## src/rtl/i2c_tg_pkg.sv

```systemverilog
package i2c_tg_pkg;

    typedef enum logic [1:0] {
        OP_START = 2'b00,
        OP_STOP  = 2'b01,
        OP_WRITE = 2'b10,
        OP_READ  = 2'b11
    } tg_op_e;

    typedef enum logic [2:0] {
        ST_IDLE,
        ST_LOW,
        ST_WAIT_HI,
        ST_HIGH,
        ST_HOLD
    } tg_state_e;

endpackage

```

## src/rtl/i2c_tg_lengths.sv

```systemverilog
// Derives the phase lengths and event points from the programmed counts.
module i2c_tg_lengths #(
    parameter int CW = 16
) (
    input  logic [CW-1:0] cfg_period,
    input  logic [CW-1:0] cfg_low,
    input  logic [CW-1:0] cfg_dsu,
    output logic [CW-1:0] hi_len,
    output logic [CW-1:0] sda_pt,
    output logic [CW-1:0] mid_pt
);
    localparam logic [CW-1:0] ONE = CW'(1);
    localparam logic [CW-1:0] TWO = CW'(2);

    logic [CW-1:0] half_hi;

    always_comb begin
        hi_len  = (cfg_period > cfg_low) ? cfg_period - cfg_low : ONE;
        sda_pt  = (cfg_low > cfg_dsu) ? cfg_low - cfg_dsu : ONE;
        half_hi = {1'b0, hi_len[CW-1:1]};
        mid_pt  = (half_hi >= TWO) ? half_hi : TWO;
    end
endmodule

```

## src/rtl/i2c_tg_counter.sv

```systemverilog
// Phase counter: loads a start value, otherwise counts up and saturates.
module i2c_tg_counter #(
    parameter int CW = 16
) (
    input  logic          clk,
    input  logic          rst_n,
    input  logic          load,
    input  logic [CW-1:0] load_val,
    output logic [CW-1:0] cnt
);
    localparam logic [CW-1:0] CNT_MAX = {CW{1'b1}};

    always_ff @(posedge clk or negedge rst_n) begin
        if (!rst_n) begin
            cnt <= '0;
        end else if (load) begin
            cnt <= load_val;
        end else if (cnt != CNT_MAX) begin
            cnt <= cnt + 1'b1;
        end
    end
endmodule

```

## src/rtl/i2c_bus_timer.sv

```systemverilog
module i2c_bus_timer
    import i2c_tg_pkg::*;
#(
    parameter int CW = 16
) (
    input  logic          clk,
    input  logic          rst_n,
    input  logic [CW-1:0] cfg_period,
    input  logic [CW-1:0] cfg_low,
    input  logic [CW-1:0] cfg_sus,
    input  logic [CW-1:0] cfg_dsu,
    input  logic          req_valid,
    input  logic [1:0]    req_op,
    input  logic          req_bit,
    input  logic          scl_in,
    input  logic          sda_in,
    input  logic          ovr_en,
    input  logic          ovr_scl,
    output logic          scl_pull,
    output logic          sda_pull,
    output logic          busy,
    output logic          done,
    output logic          rx_bit
);
    localparam logic [CW-1:0] LOAD_LOW  = CW'(1);
    localparam logic [CW-1:0] LOAD_HIGH = CW'(2);

    tg_state_e     state, state_nx;
    tg_op_e        cur_op;
    logic          cur_bit;
    logic          owned;
    logic          scl_lo;
    logic          sda_lo;
    logic [CW-1:0] cnt;
    logic [CW-1:0] hi_len, sda_pt, mid_pt, phase_len;
    logic          accept, low_end, hi_seen, high_end, hold_end, sda_hit;
    logic          cnt_load;
    logic [CW-1:0] cnt_load_val;
    logic          is_edge_op;
    logic          sda_target;

    i2c_tg_lengths #(.CW(CW)) u_len (
        .cfg_period (cfg_period),
        .cfg_low    (cfg_low),
        .cfg_dsu    (cfg_dsu),
        .hi_len     (hi_len),
        .sda_pt     (sda_pt),
        .mid_pt     (mid_pt)
    );

    i2c_tg_counter #(.CW(CW)) u_cnt (
        .clk      (clk),
        .rst_n    (rst_n),
        .load     (cnt_load),
        .load_val (cnt_load_val),
        .cnt      (cnt)
    );

    // Phase events
    always_comb begin
        is_edge_op   = (cur_op == OP_START) || (cur_op == OP_STOP);
        phase_len    = is_edge_op ? cfg_sus : hi_len;
        accept       = (state == ST_IDLE) && req_valid && !ovr_en && (cfg_period != '0);
        low_end      = (state == ST_LOW) && (cnt >= cfg_low);
        hi_seen      = (state == ST_WAIT_HI) && scl_in;
        high_end     = (state == ST_HIGH) && (cnt >= phase_len);
        hold_end     = (state == ST_HOLD) && (cnt >= cfg_sus);
        sda_hit      = (state == ST_LOW) && (cnt == sda_pt);
        cnt_load     = accept || hi_seen || (high_end && (cur_op == OP_START));
        cnt_load_val = hi_seen ? LOAD_HIGH : LOAD_LOW;
        unique case (cur_op)
            OP_WRITE: sda_target = !cur_bit;
            OP_STOP:  sda_target = 1'b1;
            default:  sda_target = 1'b0;
        endcase
    end

    // Next-state logic
    always_comb begin
        state_nx = state;
        if (ovr_en) begin
            state_nx = ST_IDLE;
        end else begin
            unique case (state)
                ST_IDLE:    if (accept)   state_nx = owned ? ST_LOW : ST_WAIT_HI;
                ST_LOW:     if (low_end)  state_nx = ST_WAIT_HI;
                ST_WAIT_HI: if (scl_in)   state_nx = ST_HIGH;
                ST_HIGH:    if (high_end) state_nx = (cur_op == OP_START) ? ST_HOLD : ST_IDLE;
                ST_HOLD:    if (hold_end) state_nx = ST_IDLE;
                default:                  state_nx = ST_IDLE;
            endcase
        end
    end

    // State register
    always_ff @(posedge clk or negedge rst_n) begin
        if (!rst_n) begin
            state <= ST_IDLE;
        end else begin
            state <= state_nx;
        end
    end

    // Line drive, completion and capture
    always_ff @(posedge clk or negedge rst_n) begin
        if (!rst_n) begin
            cur_op  <= OP_START;
            cur_bit <= 1'b0;
            owned   <= 1'b0;
            scl_lo  <= 1'b0;
            sda_lo  <= 1'b0;
            done    <= 1'b0;
            rx_bit  <= 1'b0;
        end else if (ovr_en) begin
            owned  <= 1'b0;
            scl_lo <= 1'b0;
            sda_lo <= 1'b0;
            done   <= 1'b0;
        end else begin
            done <= 1'b0;
            if (accept) begin
                cur_op  <= tg_op_e'(req_op);
                cur_bit <= req_bit;
            end
            if (sda_hit) begin
                sda_lo <= sda_target;
            end
            if (low_end) begin
                scl_lo <= 1'b0;
            end
            if ((state == ST_HIGH) && (cnt == mid_pt) && (cur_op == OP_READ)) begin
                rx_bit <= sda_in;
            end
            if (high_end) begin
                unique case (cur_op)
                    OP_START: sda_lo <= 1'b1;
                    OP_STOP: begin
                        sda_lo <= 1'b0;
                        owned  <= 1'b0;
                        done   <= 1'b1;
                    end
                    default: begin
                        scl_lo <= 1'b1;
                        owned  <= 1'b1;
                        done   <= 1'b1;
                    end
                endcase
            end
            if (hold_end) begin
                scl_lo <= 1'b1;
                owned  <= 1'b1;
                done   <= 1'b1;
            end
        end
    end

    assign scl_pull = ovr_en ? !ovr_scl : scl_lo;
    assign sda_pull = sda_lo;
    assign busy     = (state != ST_IDLE);

    // Assertions
    a_r2_zero_period_idle: assert property (@(posedge clk) disable iff (!rst_n)
        (state == ST_IDLE && cfg_period == '0) |=> (state == ST_IDLE));
    a_r3_low_phase_driven: assert property (@(posedge clk) disable iff (!rst_n)
        (state == ST_LOW) |-> scl_lo);
    a_r5_high_phase_released: assert property (@(posedge clk) disable iff (!rst_n)
        (state == ST_HIGH) |-> !scl_lo);
    a_r6_wait_for_line: assert property (@(posedge clk) disable iff (!rst_n)
        (state == ST_WAIT_HI && !scl_in && !ovr_en) |=> (state == ST_WAIT_HI));
    a_r8_start_edge_in_hold: assert property (@(posedge clk) disable iff (!rst_n)
        ($rose(sda_lo) && !scl_lo) |-> (state == ST_HOLD));
    a_r10_stop_edge_completes: assert property (@(posedge clk) disable iff (!rst_n)
        ($fell(sda_lo) && !scl_lo && !$past(ovr_en)) |-> done);
    a_r11_override_idles: assert property (@(posedge clk) disable iff (!rst_n)
        ovr_en |=> !busy);
    a_r12_done_pulse: assert property (@(posedge clk) disable iff (!rst_n)
        done |=> !done);

endmodule

```

## config.mk

```make
export PLATFORM = sky130hd
export DESIGN_NAME = i2c_bus_timer
export DESIGN_NICKNAME = d
export VERILOG_FILES = /design/src/rtl/i2c_tg_pkg.sv /design/src/rtl/i2c_tg_lengths.sv /design/src/rtl/i2c_tg_counter.sv /design/src/rtl/i2c_bus_timer.sv
export SDC_FILE = /design/constraint.sdc
export NUM_CORES = 1
export LEC_CHECK = 0
export BUFFER_PORTS_ARGS = -buffer_cell sky130_fd_sc_hd__buf_2
export CORE_UTILIZATION = 60
export DETAILED_ROUTE_END_ITERATION = 10
export PLACE_DENSITY = 0.83
export SLEW_MARGIN = 15
export SYNTH_ARGS = -nofsm -noshare
export SYNTH_HDL_FRONTEND = slang
export SYNTH_SLANG_ARGS = --single-unit
```

## constraint.sdc

```tcl
create_clock -name clk -period 9.1 [get_ports clk]
set_input_delay 1.82 -clock clk [delete_from_list [all_inputs] [get_ports clk]]
set_output_delay 1.82 -clock clk [all_outputs]
set_load 0.05 [all_outputs]
```

After elaboration in Yosys (flattened, before gate mapping)
Index checks and enable logic that the tools add are counted.
- muxes and demuxes: 35
- equal/unequal tests: 16
- order comparisons: 6
- bitwise operators: 1
- div/mod/pow operators: 0
- add/sub/neg operators: 3
- $mul: 0
- reduce and logical (&&, ||, !) cells: 28
- shift operators: 0
- operators with widths (operator ; number):
    $mux W16 ; 5
    $ge A16 B16 Y1 ; 3
    $eq A16 B16 Y1 ; 2
    $gt A16 B16 Y1 ; 2
    $sub A16 B16 Y16 ; 2
    $mux W3 ; 7
    $ne A3 B3 Y1 const B ; 6
    $add A16 B1 Y16 const B ; 1
    $mux W1 ; 16
    $ne A16 B16 Y1 const B ; 1
    $reduce_bool A16 Y1 ; 1
    $ge A15 B2 Y1 const B ; 1
    $mux W15 ; 1
    $pmux W3 S5 ; 1
    $logic_and A1 B1 Y1 ; 11
    $eq A3 B2 Y1 const B ; 2
    $pmux W1 S2 ; 3
    $reduce_and A2 Y1 ; 3
    $reduce_bool A3 Y1 ; 2
    $reduce_and A5 Y1 ; 1
    $eq A2 B2 Y1 const B ; 2
    $mux W2 ; 2
    $eq A3 B1 Y1 const B ; 1
    $eq A3 B3 Y1 const B ; 1
    other kinds (8) ; 12
- bits in registers: 27
- memories kept: 0
- memory bits (read-only): 0
- logic and storage cells: 98
- RAM bits: 0
- input bits: 74
- bits in latches: 0
- output and inout bits: 5

Longest topological paths before layout
- word-level depth: 8
- depth in mapped cells: 23
- mapped depth without buffers: 21

Hierarchy
A second synthesis with hierarchy kept.
- cells, all modules: 731
- area total of the unflattened synthesis: 5607.9 sq um
- modules (own cells, without submodules) (module ; area an instance (sq um) ; instances ; sequential area each (sq um) ; cells an instance):
    i2c_bus_timer ; 2411.1 ; 1 ; 275.3 ; 288
    i2c_tg_lengths ; 2168.3 ; 1 ; 0.0 ; 329
    i2c_tg_counter ; 1028.5 ; 1 ; 400.4 ; 114

Worst setup path after synthesis
Ideal clock, no wire load.
- path kind: input to register
- start point: in cfg_low[9]
- end point: reg u_cnt.cnt[10]
- path slack: 3.156 ns
- stages on the path: 23
- data arrival time: 5.871 ns
- data required time: 9.028 ns
- setup time: 0.072 ns
- buffers on the path: 3
- cell sequence: inv_1 > ha_1 > buf_2 > and4_1 > nand2_1 > or4_1 > o21a_1 > nand2_1 > clkbuf_1 > nor3_1 > a21oi_1 > ha_1 > a21o_1 > a21o_1 > a21oi_1 > and3b_1 > nor2b_1 > o21ai_0 > and3_1 > nand3_1 > nand3_1 > clkbuf_1 > nor2_1
- longest elaborated chain between the ends: 8
- elaborated cells on any way between the ends: 10
- classes of those cells: add/sub (1); order compare (2); mux (3); reduce/logical (4)
- ends and longest elaborated chain (what ; line ; source):
    from (decl) ; i2c_bus_timer.sv:9 ; input logic [CW-1:0] cfg_low,
    $sub A16 B16 Y16 or $gt A16 B16 Y1 (tied branches) ; i2c_tg_lengths.sv:18 ; hi_len = (cfg_period > cfg_low) ? cfg_period - cfg_low : ONE;
    $mux W16 (*) ; i2c_tg_lengths.sv:18 ;
    $mux W16 (*) ; i2c_bus_timer.sv:62 ; phase_len = is_edge_op ? cfg_sus : hi_len;
    $ge A16 B16 Y1 (*) ; i2c_bus_timer.sv:66 ; high_end = (state == ST_HIGH) && (cnt >= phase_len);
    $logic_and A1 B1 Y1 (*) ; i2c_bus_timer.sv:66 ;
    $logic_and A1 B1 Y1 (*) ; i2c_bus_timer.sv:69 ; cnt_load = accept || hi_seen || (high_end && (cur_op == OP_START));
    $logic_or A1 B1 Y1 (*) ; i2c_bus_timer.sv:69 ;
    $mux W16 or $reduce_bool A2 Y1 (tied branches) ; n/a ;
    to (signal assigned) ; i2c_tg_counter.sv:17 ; cnt <= load_val;
    to (signal assigned) ; i2c_tg_counter.sv:19 ; cnt <= cnt + 1'b1;
    to (decl) ; i2c_tg_counter.sv:9 ; output logic [CW-1:0] cnt
Mark *: on every way between the ends. The rest lies on a longest branch, timed or not.
A chain may end at the register's enable or synchronous reset.

Worst setup path in the final report
- start point: in cfg_period[0]
- end point: reg u_cnt.cnt[2]
- longest elaborated chain between the ends: 8
- elaborated cells on any way between the ends: 13
- classes of those cells: add/sub (1); order compare (2); mux (3); reduce/logical (7)
- ends and longest elaborated chain (what ; line ; source):
    from (decl) ; i2c_bus_timer.sv:8 ; input logic [CW-1:0] cfg_period,
    $sub A16 B16 Y16 or $gt A16 B16 Y1 (tied branches) ; i2c_tg_lengths.sv:18 ;
    $mux W16 ; i2c_tg_lengths.sv:18 ;
    $mux W16 ; i2c_bus_timer.sv:62 ;
    $ge A16 B16 Y1 ; i2c_bus_timer.sv:66 ;
    $logic_and A1 B1 Y1 ; i2c_bus_timer.sv:66 ;
    $logic_and A1 B1 Y1 ; i2c_bus_timer.sv:69 ;
    $logic_or A1 B1 Y1 (*) ; i2c_bus_timer.sv:69 ;
    $mux W16 or $reduce_bool A2 Y1 (tied branches) ; n/a ;
Marks and branches as above.

==> key figures <==
Outcome
  • Status: complete, but fails checks
  • Failing checks: design-rule violations

Critical path
  • Crit. End Element: flop
  • CP Launch Type: input port
  • Crit Path Class: in2reg
  • Crit path required time: 9.29 ns
  • Crit Path Max Fanout: 18
  • FF-to-FF Start: cur_op[0]
  • Worst endpoint data arrival time: 6.78 ns
  • Internal reg-to-reg setup slack: 4.84 ns
  • Worst Reg2Reg Path Length in Cells: 16
  • RR Endpoint: u_cnt.cnt[2]

Synthesis
  • Synth Register Bits: 27
  • Largest family of logic cells by synthesized area: compound AO/OA/AOI/OAI gates
  • Mux cell area share after synthesis: 0.0214
  • EDFF count, synth: 0
  • YS warnings: 0
  • Sequential share of the synthesized area: 0.123
  • Ys async rst share: 1.00
  • Adder-cell share of the synthesized area: 0.201
  • Netlist cell types: 78
  • Area contributors post-synth: ha_1, dfrtp_1, a21oi_1, inv_1, a21o_1
  • Syn avg cell area: 7.52 µm²
  • Post-synthesis simple-gate area fraction: 0.249
  • Synth top area share: 0.193
  • Xor/xnor share of the synthesized area: 0.0621
  • Synth Net Count: 893
  • Yosys top cell by area: ha_1
  • Post-synth top flop: dfrtp_1
  • Compound-Gate Fraction of Synth Area: 0.274
  • Cells after Synth: 732
  • Synth Cell Area: 0.00550 mm²

Detailed routing
  • DRT Wirelength: 17.2 mm
  • Total number of vias: 5918
  • DR vias/cell: 6.62
  • Antenna Nets Post-Route: 0
  • Drt drc: 6
  • Routed len/inst: 19.2 µm
  • Detailed Route Iter0 Violations: 390
  • Drt first pass iters: 8

Layout
  • Share of layout cells above drive strength 1: 0.135
  • NumNets Final: 948
  • Fillers: 758
  • Area Growth Syn to Fin: 8.25%
  • Diode count: 0

Place
  • RePlAce Congestion: 0.970
  • Dpl ws: 2.33 ns
  • IO buf count: 78
  • Dpl hpwl: 14.1 mm

Power
  • Max IR drop VDD: 0.000202 V
  • Pwr per Cell Area: 145 mW/mm²
  • Leakage power: 0.00301 µW
  • Combinational share of power: 0.698
  • Net Switching: 446 µW
  • Switching part of the total: 0.517
  • Int Pwr: 416 µW
  • Flop pwr share: 0.223
  • Clock power frac: 0.079

CTS
  • Worst-path clk slew: 0.09 ns
  • Postcts setup bufs: 0
  • Clock Latency Late Sink: 0.28 ns
  • Post-CTS Hold Fix Bufs: 0
  • Cts bufs inserted: 3
  • Root buffer cell: clkbuf_8
  • H-tree levels: 1
  • TritonCTS clock tree: yes
  • Sink Count: 27
  • Max clock buf depth: 2
  • Post_cts resized: 0

Timing
  • Final WS setup: 2.50 ns
  • RSZ-0062 raised after global routing: no
  • Clock Skew: 0.00192 ns
  • Setup TNS: 0 ns
  • Fin. Hold Viols: 0
  • Final slew viol count: 0
  • Final Setup Violations: 0
  • Final Critical Period: 6.60 ns
  • Slew headroom: 0.393
  • Maximum clock frequency: 152 MHz
  • Period utilisation layout: 0.725
  • Slew @ Worst Pin: 0.896 ns

Worst hold path
  • Hold Path Depth: 1
  • Worst Hold Endpoint: cur_bit
  • Min-delay worst type: reg2reg
  • Worst min-delay path startpoint: cur_bit

Floorplanning
  • CORE AREA: 0.00881 mm²
  • FP Rows: 34
  • Initial Utilization: 0.625
  • Die W: 97.8 µm
  • Die area: 0.00956 mm²
  • Num ports: 79
  • Die height: 97.8 µm

GRT
  • Met3 usage: 0.0508
  • Initial antenna violation count: 0
  • Vias in the first global route: 5774
  • GRT Util Overall: 0.364
  • GRT met1 Usage: 0.455
  • Largest net degree at the start of global routing: 28
  • First-pass GRT wire length: 27.9 mm
  • Met2 Track Usage GR: 0.621
  • GR peak layer: met2
  • Total gr overflow: 0

Run
  • Max Cap Viol: 0
==> cells by family after synthesis <==
group	count (synthesis)
and+or+nand+nor	255
AOI/OAI and AO/OA	213
buffers and inverters	100
adders and majority gates	87
xor gates and xnor gates	39
DFF	27
muxes	11
==> power by group through the flow <==
| stage | Sequential, µW | Combinational (µW) | Clock [µW] |
|---|---|---|---|
| finish | 193 | 601 | 67.8 |
| global route | 196 | 668 | 72.1 |
| CTS | 190 | 591 | 67.0 |
| detailed placement | 193 | 588 | 0 |
| global placement | 191 | 564 | 0 |
| floorplan | 164 | 460 | 0 |
==> worst max-delay path: stages <==
cell      delay [ns]
buf_2           0.09
inv_1           0.04
ha_1            0.22
fa_1            0.41
and2b_1         0.29
o211a_4         0.22
nor2_1          0.07
o211ai_1        0.32
nand2_1         0.42
nor3_1          0.30
a21oi_1         0.07
ha_1            0.31
a21o_1          0.18
a21o_1          0.16
a21oi_1         0.17
and3b_1         0.19
nor2b_1         0.14
o21ai_0         0.19
and3_1          0.30
nand3_1         0.16
nand3_1         0.39
nor3_1          0.32
==> cells in the final DEF, fill, tap and decap left out, types with 25 or more instances in the layout <==
| cell type | n |
|---|---|
| a21o_1 | 30 |
| nand2_1 | 38 |
| ha_1 | 85 |
| buf_2 | 78 |
| xnor2_1 | 25 |
| inv_1 | 72 |
| nor2_1 | 52 |
| a21oi_1 | 54 |
| nor3_1 | 31 |
| dfrtp_1 | 27 |
| o21ai_0 | 27 |
==> metrics by stage <==
step	std cells	total power [µW]	hold WS (ns)	area, µm²	utilization
floorplan	732	624	0.480	5500	-
global placement	890	755	0.493	5910	0.671
detailed placement	890	781	0.509	5910	0.671
CTS	894	849	0.529	5960	0.676
global route	894	936	0.535	5960	0.676
finish	894	862	0.524	5960	0.676
==> worst max path at each step <==
stage / cells after the start / slack (ns) / from / to
6_report: 22 / 2.50 / cfg_period[0] / u_cnt.cnt[2]
5_1_grt: 22 / 2.06 / cfg_period[0] / u_cnt.cnt[2]
4_1_cts: 22 / 2.60 / cfg_period[0] / u_cnt.cnt[2]
3_5_place_dp: 22 / 2.33 / cfg_period[0] / u_cnt.cnt[2]
3_3_place_gp: 21 / 2.56 / cfg_low[9] / u_cnt.cnt[2]
2_1_floorplan: 23 / 3.16 / cfg_low[9] / u_cnt.cnt[10]
==> metal layers <==
metal  up-vias  routed length, µm
met5         -                  0
met4         0                896
met3        76               1140
met2       264               7870
met1      2751               7250
li1       2827                  -
==> synth_stat cells (3+ instances only) <==
cell        n
a311o_1     3
a22oi_1     4
or2_2       5
nor3_1     31
nand2b_1    8
o2111ai_1   6
mux2_2      5
or4_1       3
nand3_1    23
o211a_1     4
xnor2_1    25
nand4_1    22
mux2i_1     5
nand2_1    38
nor4_1      9
inv_1      72
o21ai_0    27
a21oi_1    54
and3_1     10
ha_1       85
a2111oi_0   3
nor2_1     52
a21o_1     30
nand4b_1    5
o31ai_1     4
xor2_1     14
a211o_1     6
a21boi_0    3
a31oi_1     7
dfrtp_1    27
or3_1       8
buf_1       4
a311oi_1    3
a211oi_1    6
nor3b_1     4
and4_1      4
clkbuf_1   20
o211ai_1    8
o32a_1      3
a221oi_1    3
o21a_1     10
nor2b_1    17
buf_4       3
==> state kept, by name, summed over array words and instances, names as in the netlist <==
register,flops
owned,1
cur_bit,1
u_cnt.cnt,16
cur_op,2
state,3
done,1
sda_pull,1
scl_lo,1
rx_bit,1
==> layout make-up <==
class | count | area [µm²] | share of cell area
Clock buffer | 3 | 41.3 | 0.00693
Clock inverter | 1 | 5.00 | 0.000840
Inverter | 72 | 270 | 0.0454
Multi-Input combinational cell | 605 | 4440 | 0.745
Sequential cell | 27 | 676 | 0.113
Tap cell | 108 | 135 | 0.0227
Timing Repair Buffer | 78 | 390 | 0.0655
(Power assumes the default switching activity.)
